`config.mk`:
```
export PLATFORM = sky130hd
export DESIGN_NAME = mmu_ctrl_regs
export DESIGN_NICKNAME = d
export VERILOG_FILES = /design/src/rtl/mmu_regs_pkg.sv /design/src/rtl/mmu_addr_decode.sv /design/src/rtl/mmu_reg_bank.sv /design/src/rtl/mmu_side_effects.sv /design/src/rtl/mmu_ctrl_regs.sv
export SDC_FILE = /design/constraint.sdc
export NUM_CORES = 1
export LEC_CHECK = 0
export BUFFER_PORTS_ARGS = -buffer_cell sky130_fd_sc_hd__buf_2
export CORE_UTILIZATION = 45
export DETAILED_ROUTE_END_ITERATION = 12
export HOLD_SLACK_MARGIN = 0.02
export SYNTH_ARGS = -nofsm -noshare
export SYNTH_HDL_FRONTEND = slang
export SYNTH_HIERARCHICAL = 1
export SYNTH_SLANG_ARGS = --single-unit
export TNS_END_PERCENT = 50
```
`constraint.sdc`:
```
create_clock -name clk -period 1.7 [get_ports clk]
set_input_delay 0.085 -clock clk [delete_from_list [all_inputs] [get_ports clk]]
set_output_delay 0.085 -clock clk [all_outputs]
set_load 0.02 [all_outputs]
```
`src/rtl/mmu_regs_pkg.sv`:
```
// Package: shared constants and the per-register field masks of the MMU
// control register file. Assumes a 32-bit data path and word offsets.
package mmu_regs_pkg;

    localparam int DATA_W    = 32;
    localparam int NUM_REGS  = 9;
    localparam int INVAL_BIT = 2;
    localparam int ASID_W    = 8;
    localparam int ASSIST_W  = 4;
    localparam int EVT_W     = 11;

    typedef enum int {
        IDX_CTRL    = 0,
        IDX_PTE_HI  = 1,
        IDX_PTE_LO  = 2,
        IDX_PTE_AST = 3,
        IDX_TBASE   = 4,
        IDX_EXC_ADR = 5,
        IDX_TRAP    = 6,
        IDX_EXC_EVT = 7,
        IDX_INT_EVT = 8
    } reg_idx_e;

    // Bits each register retains on a write.
    function automatic logic [DATA_W-1:0] field_mask(input int idx);
        logic [DATA_W-1:0] m;
        m = '1;
        case (idx)
            IDX_CTRL:    m[INVAL_BIT] = 1'b0;
            IDX_PTE_AST: m = {{(DATA_W-ASSIST_W){1'b0}}, {ASSIST_W{1'b1}}};
            IDX_TRAP,
            IDX_EXC_EVT,
            IDX_INT_EVT: m = {{(DATA_W-EVT_W){1'b0}}, {EVT_W{1'b1}}};
            default:     m = '1;
        endcase
        return m;
    endfunction

endpackage

```
`src/rtl/mmu_addr_decode.sv`:
```
// Module: turns a word offset into a one-hot register select.
// Assumes NUM_REGS fits in the offset range; offsets beyond it select nothing.
module mmu_addr_decode #(
    parameter int ADDR_W   = 4,
    parameter int NUM_REGS = 9
) (
    input  logic [ADDR_W-1:0]   addr,
    output logic [NUM_REGS-1:0] sel,
    output logic                hit
);

    // One-hot compare of the offset against each register index.
    always_comb begin
        sel = '0;
        for (int i = 0; i < NUM_REGS; i++) begin
            if (addr == ADDR_W'(i)) sel[i] = 1'b1;
        end
    end

    assign hit = |sel;

endmodule

```
`src/rtl/mmu_reg_bank.sv`:
```
// Module: storage for all registers, each one masked to its own field width,
// plus the combinational read mux. Assumes sel is one-hot or zero.
module mmu_reg_bank
    import mmu_regs_pkg::*;
#(
    parameter int NREGS = NUM_REGS
) (
    input  logic                          clk,
    input  logic                          rst_n,
    input  logic                          wr_en,
    input  logic [NREGS-1:0]              sel,
    input  logic [DATA_W-1:0]             wdata,
    output logic [NREGS-1:0][DATA_W-1:0]  regs_q,
    output logic [DATA_W-1:0]             rd_word
);

    for (genvar g = 0; g < NREGS; g++) begin : g_reg
        localparam logic [DATA_W-1:0] MASK = field_mask(g);
        // Capture the masked write data for this register.
        always_ff @(posedge clk) begin
            if (!rst_n)                  regs_q[g] <= '0;
            else if (wr_en && sel[g])    regs_q[g] <= wdata & MASK;
        end
    end

    // Select the addressed register for a read; zero when nothing is selected.
    always_comb begin
        rd_word = '0;
        for (int i = 0; i < NREGS; i++) begin
            if (sel[i]) rd_word = rd_word | regs_q[i];
        end
    end

endmodule

```
`src/rtl/mmu_side_effects.sv`:
```
// Module: produces the one-cycle TLB invalidate and flush request pulses.
// Assumes the caller qualifies the selects with the write strobe semantics.
module mmu_side_effects
    import mmu_regs_pkg::*;
(
    input  logic              clk,
    input  logic              rst_n,
    input  logic              wr_en,
    input  logic              sel_ctrl,
    input  logic              sel_pte_hi,
    input  logic              wbit_inval,
    input  logic [ASID_W-1:0] wasid,
    input  logic [ASID_W-1:0] cur_asid,
    output logic              tlb_inval,
    output logic              tlb_flush
);

    logic inval_d;
    logic flush_d;

    assign inval_d = wr_en && sel_ctrl && wbit_inval;
    assign flush_d = wr_en && sel_pte_hi && (wasid != cur_asid);

    // Register both requests so each lasts one clock after the write.
    always_ff @(posedge clk) begin
        if (!rst_n) begin
            tlb_inval <= 1'b0;
            tlb_flush <= 1'b0;
        end else begin
            tlb_inval <= inval_d;
            tlb_flush <= flush_d;
        end
    end

    // a flush pulse follows only a page-entry-high write.
    p_flush_origin_r3: assert property (@(posedge clk) disable iff (!rst_n)
        tlb_flush |-> $past(wr_en && sel_pte_hi));

endmodule

```
`src/rtl/mmu_ctrl_regs.sv`:
```
// Module: top of the MMU control register file. Decodes word offsets,
// holds masked registers, registers read data and error, and raises the
// TLB side-effect pulses. Assumes single-cycle strobes sampled at rising edges.
module mmu_ctrl_regs
    import mmu_regs_pkg::*;
#(
    parameter int ADDR_W = 4
) (
    input  logic              clk,
    input  logic              rst_n,
    input  logic              wr_en,
    input  logic              rd_en,
    input  logic [ADDR_W-1:0] addr,
    input  logic [31:0]       wdata,
    output logic [31:0]       rdata,
    output logic              err,
    output logic              tlb_inval,
    output logic              tlb_flush
);

    logic [NUM_REGS-1:0]             sel;
    logic                            hit;
    logic [NUM_REGS-1:0][DATA_W-1:0] regs_q;
    logic [DATA_W-1:0]               rd_word;

    mmu_addr_decode #(.ADDR_W(ADDR_W), .NUM_REGS(NUM_REGS)) u_dec (
        .addr (addr),
        .sel  (sel),
        .hit  (hit)
    );

    mmu_reg_bank #(.NREGS(NUM_REGS)) u_bank (
        .clk     (clk),
        .rst_n   (rst_n),
        .wr_en   (wr_en),
        .sel     (sel),
        .wdata   (wdata),
        .regs_q  (regs_q),
        .rd_word (rd_word)
    );

    mmu_side_effects u_fx (
        .clk        (clk),
        .rst_n      (rst_n),
        .wr_en      (wr_en),
        .sel_ctrl   (sel[IDX_CTRL]),
        .sel_pte_hi (sel[IDX_PTE_HI]),
        .wbit_inval (wdata[INVAL_BIT]),
        .wasid      (wdata[ASID_W-1:0]),
        .cur_asid   (regs_q[IDX_PTE_HI][ASID_W-1:0]),
        .tlb_inval  (tlb_inval),
        .tlb_flush  (tlb_flush)
    );

    // Register the read result and the unmapped-access flag.
    always_ff @(posedge clk) begin
        if (!rst_n) begin
            rdata <= '0;
            err   <= 1'b0;
        end else begin
            rdata <= rd_en ? rd_word : '0;
            err   <= (rd_en || wr_en) && !hit;
        end
    end

    // an invalidating control write is followed by the pulse.
    p_inval_follows_r2: assert property (@(posedge clk) disable iff (!rst_n)
        (wr_en && addr == ADDR_W'(IDX_CTRL) && wdata[INVAL_BIT]) |=> tlb_inval);

    // the pulse has no other cause.
    p_inval_origin_r2: assert property (@(posedge clk) disable iff (!rst_n)
        tlb_inval |-> $past(wr_en && addr == ADDR_W'(IDX_CTRL) && wdata[INVAL_BIT]));

    // event-code reads never carry bits above the field.
    p_evt_width_r5: assert property (@(posedge clk) disable iff (!rst_n)
        $past(rd_en && addr >= ADDR_W'(IDX_TRAP) && addr <= ADDR_W'(IDX_INT_EVT))
        |-> rdata[31:EVT_W] == '0);

    // without a read in the previous cycle the data bus is quiet.
    p_idle_rdata_r7: assert property (@(posedge clk) disable iff (!rst_n)
        !$past(rd_en) |-> rdata == '0);

    // the error flag follows only accesses past the last register.
    p_err_origin_r8: assert property (@(posedge clk) disable iff (!rst_n)
        err |-> $past((rd_en || wr_en) && addr >= ADDR_W'(NUM_REGS)));

endmodule

```
== Word level (Yosys, flattened, before mapping) ==
Index checks and enable logic that the tools add are counted.
W data, S select, Z words.
Word-level totals
  output and inout port bits: 35
  input bits: 40
  bits in registers: 231
  word-level logic and storage cells: 65
Operators by class
  multiplexer cells: 18
  equal/unequal tests: 9
  bitwise logic cells: 8
  reduce and logical (&&, ||, !) cells: 17
Operators by type and width (count)
  $mux W32: 9
  $or A32 B32 Y32: 4
  $or A32 B11 Y32: 3
  $or A32 B4 Y32: 1
  $eq A4 B3 Y1 const B: 4
  $logic_and A1 B1 Y1: 12
  $mux W1: 9
  $reduce_or A9 Y1: 1
  $eq A4 B2 Y1 const B: 2
  $ne A8 B8 Y1: 1
  $eq A4 B1 Y1 const B: 1
  $eq A4 B4 Y1 const B: 1
  $logic_not A4 Y1: 1
  $reduce_and A2 Y1: 1
  $logic_not A1 Y1: 1
  $logic_or A1 B1 Y1: 1

== Depth between registers and ports, before layout ==
Gate-level depths: netlist of the first run.
  word-level depth: 19
  mapped depth: 8

== By module ==
Netlist of the first run, hierarchy kept.
By module, submodules not included
  mmu_reg_bank: instances 1, cells an instance 1111, area each 9137.5 um2
  mmu_ctrl_regs: instances 1, cells an instance 73, area each 935.9 um2
  mmu_addr_decode: instances 1, cells an instance 14, area each 206.4 um2
  mmu_side_effects: instances 1, cells an instance 15, area each 141.4 um2

== Worst setup path before layout of the first run ==
No wires, ideal clock.
  kind: input to register
  from: input addr[3]
  to: register rdata[3]
  arrival: 1409 ps
  path slack: 174 ps
  cell stages on the path: 8
  cell sequence: buf_4 and4bb_2 buf_6 buf_6 a22o_1 a221oi_2 nand3_1 and3_2
Between the ends
  elaborated cells on any way between the ends: 35
  classes of those cells: eq/ne: 8; mux: 18; bitwise: 8; reduce/logical: 1
RTL lines
  start: declaration: RTL line mmu_ctrl_regs.sv:13  | input logic [ADDR_W-1:0] addr,
  $eq A4 B3 Y1 *: RTL line mmu_addr_decode.sv:16  | if (addr == ADDR_W'(i)) sel[i] = 1'b1;
  $mux W1 *: RTL line mmu_addr_decode.sv:16
  named net sel[5]: RTL line mmu_ctrl_regs.sv:21  | logic [NUM_REGS-1:0] sel;
  $mux W32 *: RTL line mmu_reg_bank.sv:30  | if (sel[i]) rd_word = rd_word | regs_q[i];
  $or A32 B11 Y32: RTL line mmu_reg_bank.sv:30
  $mux W32 *: RTL line mmu_reg_bank.sv:30
  $or A32 B11 Y32: RTL line mmu_reg_bank.sv:30
  $mux W32 *: RTL line mmu_reg_bank.sv:30
  $or A32 B11 Y32: RTL line mmu_reg_bank.sv:30
  $mux W32 *: RTL line mmu_reg_bank.sv:30
  named net rd_word[3]: RTL line mmu_ctrl_regs.sv:24  | logic [DATA_W-1:0] rd_word;
  end signal: assignment: RTL line mmu_ctrl_regs.sv:61  | rdata <= rd_en ? rd_word : '0;
  end: declaration: RTL line mmu_ctrl_regs.sv:15  | output logic [31:0] rdata,
The timed path passes the listed nets; every way through them passes the cells marked *.
A chain may end at the register's enable or synchronous reset.

== Final worst setup path of the first run ==
  from: input addr[0]
  to: register rdata[4]
Between the ends
  elaborated cells on any way between the ends: 35
  classes of those cells: eq/ne: 8; mux: 18; bitwise: 8; reduce/logical: 1
RTL lines (RTL line)
  $eq A4 B3 Y1 *: mmu_addr_decode.sv:16
  $mux W1 *: mmu_addr_decode.sv:16
  named net sel[4]: mmu_ctrl_regs.sv:21
  $mux W32 *: mmu_reg_bank.sv:30
  $or A32 B32 Y32: mmu_reg_bank.sv:30
  $mux W32 *: mmu_reg_bank.sv:30
  $or A32 B11 Y32: mmu_reg_bank.sv:30
  $mux W32 *: mmu_reg_bank.sv:30
  $or A32 B11 Y32: mmu_reg_bank.sv:30
  $mux W32 *: mmu_reg_bank.sv:30
  $or A32 B11 Y32: mmu_reg_bank.sv:30
  $mux W32 *: mmu_reg_bank.sv:30
  named net rd_word[4]: mmu_ctrl_regs.sv:24
Marked as above.

==> reports/qor.yml, run 1 <==
sta:
  worstMarginPinSlew_ns: 0.503
  period_minus_slack_ns: 1.63
  drv_slew: 0
  timing.fmax_mhz: 612
  post-route-period-util: 0.961
  whs_ns: 0.0226
  rsz0062_at_grt: "yes"
  skew_ns: 0.0134
  worst_slack_ns: 0.0670
  hold_viol: 0
  relSlewSlack: 0.665
  finalSetupViolations: 0
floorplanning:
  dieWidth_um: 149
  dieArea_um2: 22200
  rows: 53
  floorplan.initialDensity: 0.461
  core_um2: 21100
  io_pins: 75
  fp.dieH_um: 149
power_and_ir_drop:
  power_density_nw_per_um2: 1000
  irDropWorstVdd_uv: 728
  p_leak_nw: 4.45
detailed_routing:
  drc: 0
  ant_nets: 0
  dr.first_iter.drc_count: 635
  vias: 8186
  wl_per_cell_um: 17.8
  drt-total-wl_mm: 26.9
  dr.pass1.iters: 6
  via_per_inst: 5.43
global_routing:
  gr-total-overflow: 0
  grt_first_pass_wirelength_mm: 42.9
  grt_use_total: 0.245
  grt_pass1_vias: 7677
  grt_max_degree: 77
  antenna_found_initial: 0
place:
  portBuffers: 74
  dp_hpwl_mm: 16.6
  globalplace.congestion: 0.780
  dpl_worst_slack_ns: 0.0272
  place_inst: 1425
layout:
  n_antenna_cell: 0
  synthToLayoutAreaGrowth_pct: 20.5
  drive_gt1_frac: 0.175
  nNetsFinal: 1255
  finalNonFillerCells: 1507
  fin_util: 0.556
  fill_cells: 1950
cts:
  cts.path.max_buffers: 3
  htree_levels: 1
  clk_pin_slew_ns: 0.06
  clk_latency_ns: 0.52
  cts_root_buf: "clkbuf_16"
  cts_buffers: 26
  tritoncts: "built"
  cts_sinks: 231
worst_setup_path:
  startpoint_type: "input pin"
  path_class: "input pin to flip-flop"
  critPathMaxFanout: 24
  cp-end-kind: "flip-flop"
  cp.required_ns: 2.17
  worstPathArrival_ns: 2.11
synthesis:
  ys.warnings.count: 6
  syn_avg_cell_area_um2: 8.68
  syn-cell-area_um2: 9730
  syn_nets: 1160
  postSynthCellCount: 1120
min_path:
  hold_class: "input pin to flip-flop"
flow_run:
  cap_violations: 0
outcome:
  status: "finished clean"
## layout make-up
class | instances | area (um2) | share of cell area
sequential | 231 | 4620 | 0.395
multi-input combinational | 780 | 4430 | 0.378
timing repair buffer | 176 | 1470 | 0.126
clock buffer | 41 | 798 | 0.0681
tap | 275 | 344 | 0.0294
clock inverter | 4 | 45.0 | 0.00384
## report_power, final
| part | total, mW | switching (mW) | internal (mW) |
|---|---|---|---|
| Combinational | 0.699 | 0.395 | 0.304 |
| Sequential | 5.51 | 0.0323 | 5.48 |
| Clock | 5.53 | 2.19 | 3.34 |
## critical path, cell delays in order
cell and delay [ns]:
dlygate4sd3_1 0.54, buf_2 0.18, buf_4 0.17, nor4b_4 0.32, buf_4 0.20, buf_12 0.18, a22oi_1 0.14, nand4_1 0.10
and3_2 0.17
## routing by layer
metal | GRT usage | part of all wire
met1 | 0.331 | 0.46
met2 | 0.413 | 0.47
met3 | 0.0278 | 0.047
met4 | 0.0612 | 0.018
met5 | 0 | 0
## flip-flops by register name, summed over array words and instances (netlist names)
register	count
u_fx/tlb_flush	1
u_bank/regs_q	196
err	1
u_fx/tlb_inval	1
rdata	32
## cells in the final DEF (no fill, tap or decap), drive strengths merged
master	instances
dfxtp	231
a22o	3
a221oi	3
nor4	3
a21oi	1
nor2	1
buf	140
xor2	8
clkbuf	41
o31ai	1
and2	8
nor3b	1
bufinv	1
a21boi	196
nand3	8
dlygate4sd3	36
and4b	1
and4	1
and3	32
a22oi	56
nor4b	4
a222oi	24
nand2	418
nand4	8
and4bb	3
clkinv	3
## worst paths after layout
check	from	end	slack, ns	depth (start not counted)
max	addr[0]	rdata[4]	0.07	9
min	rd_en	rdata[20]	0.02	2
max reg2reg	u_bank/regs_q[32]	rdata[0]	0.44	4
min reg2reg	u_bank/regs_q[150]	u_bank/regs_q[150]	0.45	2
## repair_timing
item	in CTS	in global routing
resized for setup	0	7
endpoints found under the setup margin	0	69
endpoints found under the hold margin	199	0
setup buffers	0	1
hold buffers	36	0
## through the flow
| step | setup TNS, ns | cell area, um2 | power, mW |
|---|---|---|---|
| 2_1_floorplan | 0 | 9730 | 6.00 |
| 3_3_place_gp | 0 | 10500 | 6.26 |
| 3_5_place_dp | 0 | 10500 | 6.26 |
| 4_1_cts | 0 | 11700 | 11.8 |
| 5_1_grt | -0.0110 | 11700 | 12.1 |
| 6_report | 0 | 11700 | 11.7 |
No activity file was read; power rests on OpenSTA's default activity.
==> run 2: changes to the inputs <==
--- a/config.mk
+++ b/config.mk
@@ -7,2 +7,3 @@
 export LEC_CHECK = 0
+export ABC_AREA = 1
 export BUFFER_PORTS_ARGS = -buffer_cell sky130_fd_sc_hd__buf_2
--- a/constraint.sdc
+++ b/constraint.sdc
@@ -3,2 +3,2 @@
 set_output_delay 0.085 -clock clk [all_outputs]
-set_load 0.02 [all_outputs]
+set_load 0.1 [all_outputs]
==> reports/qor.yml, run 2 <==
global_routing:
  gr-total-overflow: 0  # unchanged
  grt_pass1_vias: 8060  # was 7677
  grt_first_pass_wirelength_mm: 42.3  # was 42.9 mm
  grt_max_degree: 77  # unchanged
  grt_use_total: 0.243  # was 0.245
  antenna_found_initial: 0  # unchanged
detailed_routing:
  drt-total-wl_mm: 26.1  # was 26.9 mm
  dr.pass1.iters: 5  # was 6
  wl_per_cell_um: 14.6  # was 17.8 um
  drc: 0  # unchanged
  vias: 8714  # was 8186
  dr.first_iter.drc_count: 555  # was 635
  ant_nets: 0  # unchanged
  via_per_inst: 4.89  # was 5.43
synthesis:
  syn-cell-area_um2: 9560  # was 9730 um2
  syn_nets: 1437  # was 1160
  syn_avg_cell_area_um2: 6.84  # was 8.68 um2
  ys.warnings.count: 6  # unchanged
  postSynthCellCount: 1397  # was 1120
worst_setup_path:
  startpoint: "wr_en"  # was addr[0]
  worstPathArrival_ns: 2.05  # was 2.11 ns
  cp.required_ns: 2.10  # was 2.17 ns
  reg2reg_to: "u_fx/tlb_flush"  # was rdata[0]
  rrSetupSlack_ns: 0.57  # was 0.44 ns
  startpoint_type: "input pin"  # unchanged
  path_class: "input pin to flip-flop"  # unchanged
  critPathMaxFanout: 12  # was 24
  cp-end-kind: "flip-flop"  # unchanged
  worstRegToRegCells: 7  # was 4
  reg2reg_from: "u_bank/regs_q[39]"  # was u_bank/regs_q[32]
sta:
  worst_slack_ns: 0.0536  # was 0.0670 ns
  hold_viol: 0  # unchanged
  period_minus_slack_ns: 1.65  # was 1.63 ns
  rsz0062_at_grt: "no"  # was yes
  drv_slew: 0  # unchanged
  finalSetupViolations: 0  # unchanged
  tns_ns: 0  # unchanged
  timing.fmax_mhz: 607  # was 612 MHz
  post-route-period-util: 0.968  # was 0.961
  skew_ns: 0.00840  # was 0.0134 ns
  relSlewSlack: 0.673  # was 0.665
  worstMarginPinSlew_ns: 0.493  # was 0.503 ns
layout:
  fin_util: 0.559  # was 0.556
  n_antenna_cell: 0  # unchanged
  largestRegisters: "u_bank/regs_q (196), rdata (32)"  # unchanged
  largest_reg_flops: 196  # unchanged
  finalNonFillerCells: 1782  # was 1507
  regMostFlops: "u_bank/regs_q"  # unchanged
  synthToLayoutAreaGrowth_pct: 19.8  # was 20.5%
  seq_area_um2: 4620  # unchanged
  final_common_cell: "nor2_1"  # was nand2_1
  multi_input_comb_area_um2: 4180  # was 4430 um2
  layout_common_cells: "nor2_1, nand2_1, dfxtp_1, o21ai_0, inv_1"  # was nand2_1, dfxtp_1, a21boi_1, buf_2, a22oi_1
  drive_gt1_frac: 0.134  # was 0.175
  fill_cells: 2086  # was 1950
  nNetsFinal: 1533  # was 1255
cts:
  clk_pin_slew_ns: 0.06  # about the same
  cts_sinks: 231  # unchanged
  htree_levels: 1  # unchanged
  cts.path.max_buffers: 3  # unchanged
  cts_root_buf: "clkbuf_16"  # unchanged
  clk_latency_ns: 0.52  # about the same
  cts_buffers: 25  # was 26
  tritoncts: "built"  # unchanged
  postCtsSetupBuffers: 0  # unchanged
place:
  place_inst: 1699  # was 1425
  portBuffers: 74  # unchanged
  dp_hpwl_mm: 16.5  # was 16.6 mm
  dpl_worst_slack_ns: 0.172  # was 0.0272 ns
  globalplace.congestion: 0.783  # was 0.780
floorplanning:
  core_um2: 20500  # was 21100 um2
  fp.dieH_um: 148  # was 149 um
  rows: 52  # was 53
  dieWidth_um: 148  # was 149 um
  floorplan.initialDensity: 0.466  # was 0.461
  io_pins: 75  # unchanged
  dieArea_um2: 21800  # was 22200 um2
min_path:
  min_path_cells: 6  # was 2
  hold_class: "input pin to flip-flop"  # unchanged
  min_from: "addr[0]"  # was rd_en
  hold_end: "u_bank/regs_q[97]"  # was rdata[20]
power_and_ir_drop:
  p_leak_nw: 4.80  # was 4.45 nW
  power_density_nw_per_um2: 1030  # was 1000 nW/um2
  p_total_mw: 11.8  # was 11.7 mW
  irDropWorstVdd_uv: 887  # was 728 uV
outcome:
  status: "finished clean"  # unchanged
flow_run:
  cap_violations: 0  # unchanged
[run 2: critical path, stage by stage]
cell,delay [ns]
dlygate4sd3_1,0.55
buf_6,0.16
nor2_1,0.11
dlygate4sd3_1,0.55
nor2_1,0.05
dlygate4sd3_1,0.55
[run 2: layout make-up]
class | instances | share of cell area
clock inverter | 7 | 0.00579
clock buffer | 39 | 0.0680
multi-input combinational | 1001 | 0.365
sequential | 231 | 0.404
inverter | 82 | 0.0269
timing repair buffer | 152 | 0.101
tap | 270 | 0.0295
[run 2: how the worst max path moves through the flow]
stage / end / slack (ns)
6_report: err / 0.05
4_1_cts: err / 0.01
5_1_grt: err / 0.005
3_5_place_dp: u_bank/regs_q[64] / 0.17
3_3_place_gp: u_bank/regs_q[76] / 0.20
2_1_floorplan: rdata[17] / 0.52
[run 2: per-layer routing]
| layer | vias to the layer above | wire length (um) | track usage |
|---|---|---|---|
| li1 | 4507 | - | - |
| met1 | 4010 | 12800 | 0.339 |
| met2 | 174 | 11800 | 0.403 |
| met3 | 23 | 1100 | 0.0284 |
| met4 | 0 | 374 | 0.0505 |
| met5 | - | 0 | 0 |
[run 2: report_power, final]
| group | internal (mW) | total (mW) | switching [mW] | leakage (nW) |
|---|---|---|---|---|
| sequential | 5.52 | 5.57 | 0.0521 | 1.87 |
| clock | 3.29 | 5.49 | 2.20 | 0.419 |
| combinational | 0.280 | 0.775 | 0.495 | 2.52 |
| total | 9.09 | 11.8 | 2.75 | 4.80 |
[run 2: repair_timing]
| action | 4_1_cts | 5_1_grt |
|---|---|---|
| hold endpoints to repair | 198 | 0 |
| setup endpoints to repair | 0 | 1 |
| gates resized for setup | 0 | 3 |
| hold buffers | 37 | 0 |
[run 2: metrics by stage]
stage | hold slack (ns) | area (um2)
4_1_cts | 0.183 | 11400
3_3_place_gp | 0.339 | 10200
6_report | 0.208 | 11400
3_5_place_dp | 0.353 | 10200
5_1_grt | 0.272 | 11400
2_1_floorplan | 0.203 | 9560
==> run 3: changes to the inputs <==
CORE_ASPECT_RATIO = 1.1   (was default)
CTS_BUF_LIST = sky130_fd_sc_hd__clkbuf_8   (was default)
==> reports/qor.yml, run 3 (synthesis gave the netlist of run 2 again) <==
worst_setup_path:
  rrSetupSlack_ns: 0.59  # was 0.57 ns
  cp.required_ns: 2.10  # about the same
  startpoint_type: "input pin"  # unchanged
  path_class: "input pin to flip-flop"  # unchanged
  cp-end-kind: "flip-flop"  # unchanged
  reg2reg_from: "u_bank/regs_q[39]"  # unchanged
  startpoint: "rd_en"  # was wr_en
  path_cells: "dlygate4sd3_1 -> buf_2 -> nor2_1 -> dlygate4sd3_1 -> nor2_1 -> dlygate4sd3_1"  # was dlygate4sd3_1 -> buf_6 -> nor2_1 -> dlygate4sd3_1 -> nor2_1 -> dlygate4sd3_1
  cpPeakStageDelay_ns: 0.55  # about the same
  cp_common_cell: "dlygate4sd3_1"  # unchanged
  worstPathArrival_ns: 1.96  # was 2.05 ns
  slowest_stage: "dlygate4sd3_1"  # unchanged
  critPathMaxFanout: 2  # was 12
  worstRegToRegCells: 7  # unchanged
  reg2reg_to: "u_fx/tlb_flush"  # unchanged
  crit_end: "err"  # unchanged
layout:
  final_common_cell: "nor2_1"  # unchanged
  synthToLayoutAreaGrowth_pct: 19.1  # was 19.8%
  largest_reg_flops: 196  # unchanged
  finalNonFillerCells: 1817  # was 1782
  largestRegisters: "u_bank/regs_q (196), rdata (32)"  # unchanged
  n_antenna_cell: 0  # unchanged
  fin_util: 0.550  # was 0.559
  layout_common_cells: "nor2_1, nand2_1, dfxtp_1, o21ai_0, inv_1"  # unchanged
  nNetsFinal: 1546  # was 1533
  regMostFlops: "u_bank/regs_q"  # unchanged
  drive_gt1_frac: 0.138  # was 0.134
global_routing:
  gr-total-overflow: 0  # unchanged
  grt_use_met3: 0.0372  # was 0.0284
  grt_first_pass_wirelength_mm: 41.2  # was 42.3 mm
  antenna_found_initial: 0  # unchanged
  grt_use_met2: 0.403  # about the same
  grt_use_met1: 0.314  # was 0.339
  grt_use_total: 0.237  # was 0.243
  grt_pass1_vias: 7914  # was 8060
  busiest_layer: "met2"  # unchanged
  grt_max_degree: 74  # was 77
cts:
  cts_sinks: 231  # unchanged
  ctsResizeCount: 0  # unchanged
  htree_levels: 2  # was 1
  clk_latency_ns: 0.52  # about the same
  tritoncts: "built"  # unchanged
  cts_root_buf: "clkbuf_8"  # was clkbuf_16
  cts.path.max_buffers: 3  # unchanged
  cts_buffers: 39  # was 25
  postCtsSetupBuffers: 0  # unchanged
  clk_pin_slew_ns: 0.06  # about the same
power_and_ir_drop:
  seqPwrFrac: 0.503  # was 0.471
  swShare: 0.244  # was 0.232
  irDropWorstVdd_uv: 558  # was 887 uV
  power.share.clock: 0.427  # was 0.464
  p_sw_mw: 2.71  # was 2.75 mW
  p_comb_frac: 0.070  # was 0.065
  intPower_mw: 8.38  # was 9.09 mW
  power_density_nw_per_um2: 974  # was 1030 nW/um2
  p_leak_nw: 4.82  # was 4.80 nW
sta:
  post-route-period-util: 0.916  # was 0.968
  worstMarginPinSlew_ns: 0.493  # about the same
  skew_ns: 0.0109  # was 0.00840 ns
  tns_ns: 0  # unchanged
  rsz0062_at_grt: "no"  # unchanged
  relSlewSlack: 0.673  # about the same
  worst_slack_ns: 0.143  # was 0.0536 ns
  timing.fmax_mhz: 642  # was 607 MHz
  hold_viol: 0  # unchanged
  drv_slew: 0  # unchanged
  finalSetupViolations: 0  # unchanged
  period_minus_slack_ns: 1.56  # was 1.65 ns
  whs_ns: 0.157  # was 0.208 ns
floorplanning:
  dieWidth_um: 141  # was 148 um
  fp.dieH_um: 155  # was 148 um
  rows: 55  # was 52
  io_pins: 75  # unchanged
  floorplan.initialDensity: 0.461  # was 0.466
  core_um2: 20700  # was 20500 um2
  dieArea_um2: 21800  # about the same
flow_run:
  cap_violations: 0  # unchanged
detailed_routing:
  ant_nets: 0  # unchanged
  drc: 0  # unchanged
  dr.first_iter.drc_count: 493  # was 555
  wl_per_cell_um: 13.9  # was 14.6 um
  dr.pass1.iters: 5  # unchanged
  via_per_inst: 4.79  # was 4.89
  vias: 8707  # was 8714
  drt-total-wl_mm: 25.3  # was 26.1 mm
place:
  globalplace.congestion: 0.801  # was 0.783
  dpl_worst_slack_ns: 0.255  # was 0.172 ns
  place_inst: 1713  # was 1699
  portBuffers: 74  # unchanged
  dp_hpwl_mm: 15.6  # was 16.5 mm
min_path:
  hold_class: "input pin to flip-flop"  # unchanged
  min_from: "wr_en"  # was addr[0]
outcome:
  status: "finished clean"  # unchanged
==> run 3: per-stage QoR <==
step	power (mW)	area, um2
after detailed placement	6.40	10300
after global placement	6.39	10300
final	11.1	11400
after floorplan	6.13	9560
after CTS	11.2	11400
after global routing	11.6	11400
==> run 3: power groups by stage <==
stage               logic [mW]  registers, mW  clock network (mW)
finish                   0.779           5.57                4.74
CTS                      0.780           5.57                4.86
detailed placement       0.714           5.69                   0
floorplan                0.423           5.71                   0
global placement         0.706           5.69                   0
global route             0.870           5.58                5.12
==> run 3: layer usage <==
metal | up-vias | wire length (um)
met4 | 0 | 335
met2 | 173 | 11900
li1 | 4527 | -
met5 | - | 0
met3 | 30 | 1090
met1 | 3977 | 12000
==> run 3: critical path, delay by kind of cell <==
kind / cells / cell delay, ns
buffers and inverters: 4 / 1.76
and+or+nand+nor: 2 / 0.12
==> run 3: area by class of cell <==
class / count / area [um2]
clock inverters: 18 / 73.8
flip-flops and latches: 231 / 4620
well taps: 285 / 357
clock buffers: 49 / 674
inverters: 82 / 308
multi-input cells: 1001 / 4180
repair buffers: 151 / 1170
fillers: 2075 / 9330
==> run 3: worst min-delay path by stage <==
stage                             end  slack, ns  cells past startpoint
CTS                 u_bank/regs_q[96]       0.12                      4
global placement                  err       0.34                      3
detailed placement                err       0.34                      3
finish              u_bank/regs_q[96]       0.16                      4
floorplan              u_fx/tlb_inval       0.20                      2
global route        u_bank/regs_q[98]       0.17                      4
==> run 3: timing repair <==
action / in CTS / in global routing
endpoints found under the hold margin: 183 / 0
hold buffers: 37 / 0
endpoints found under the setup margin: 0 / 0
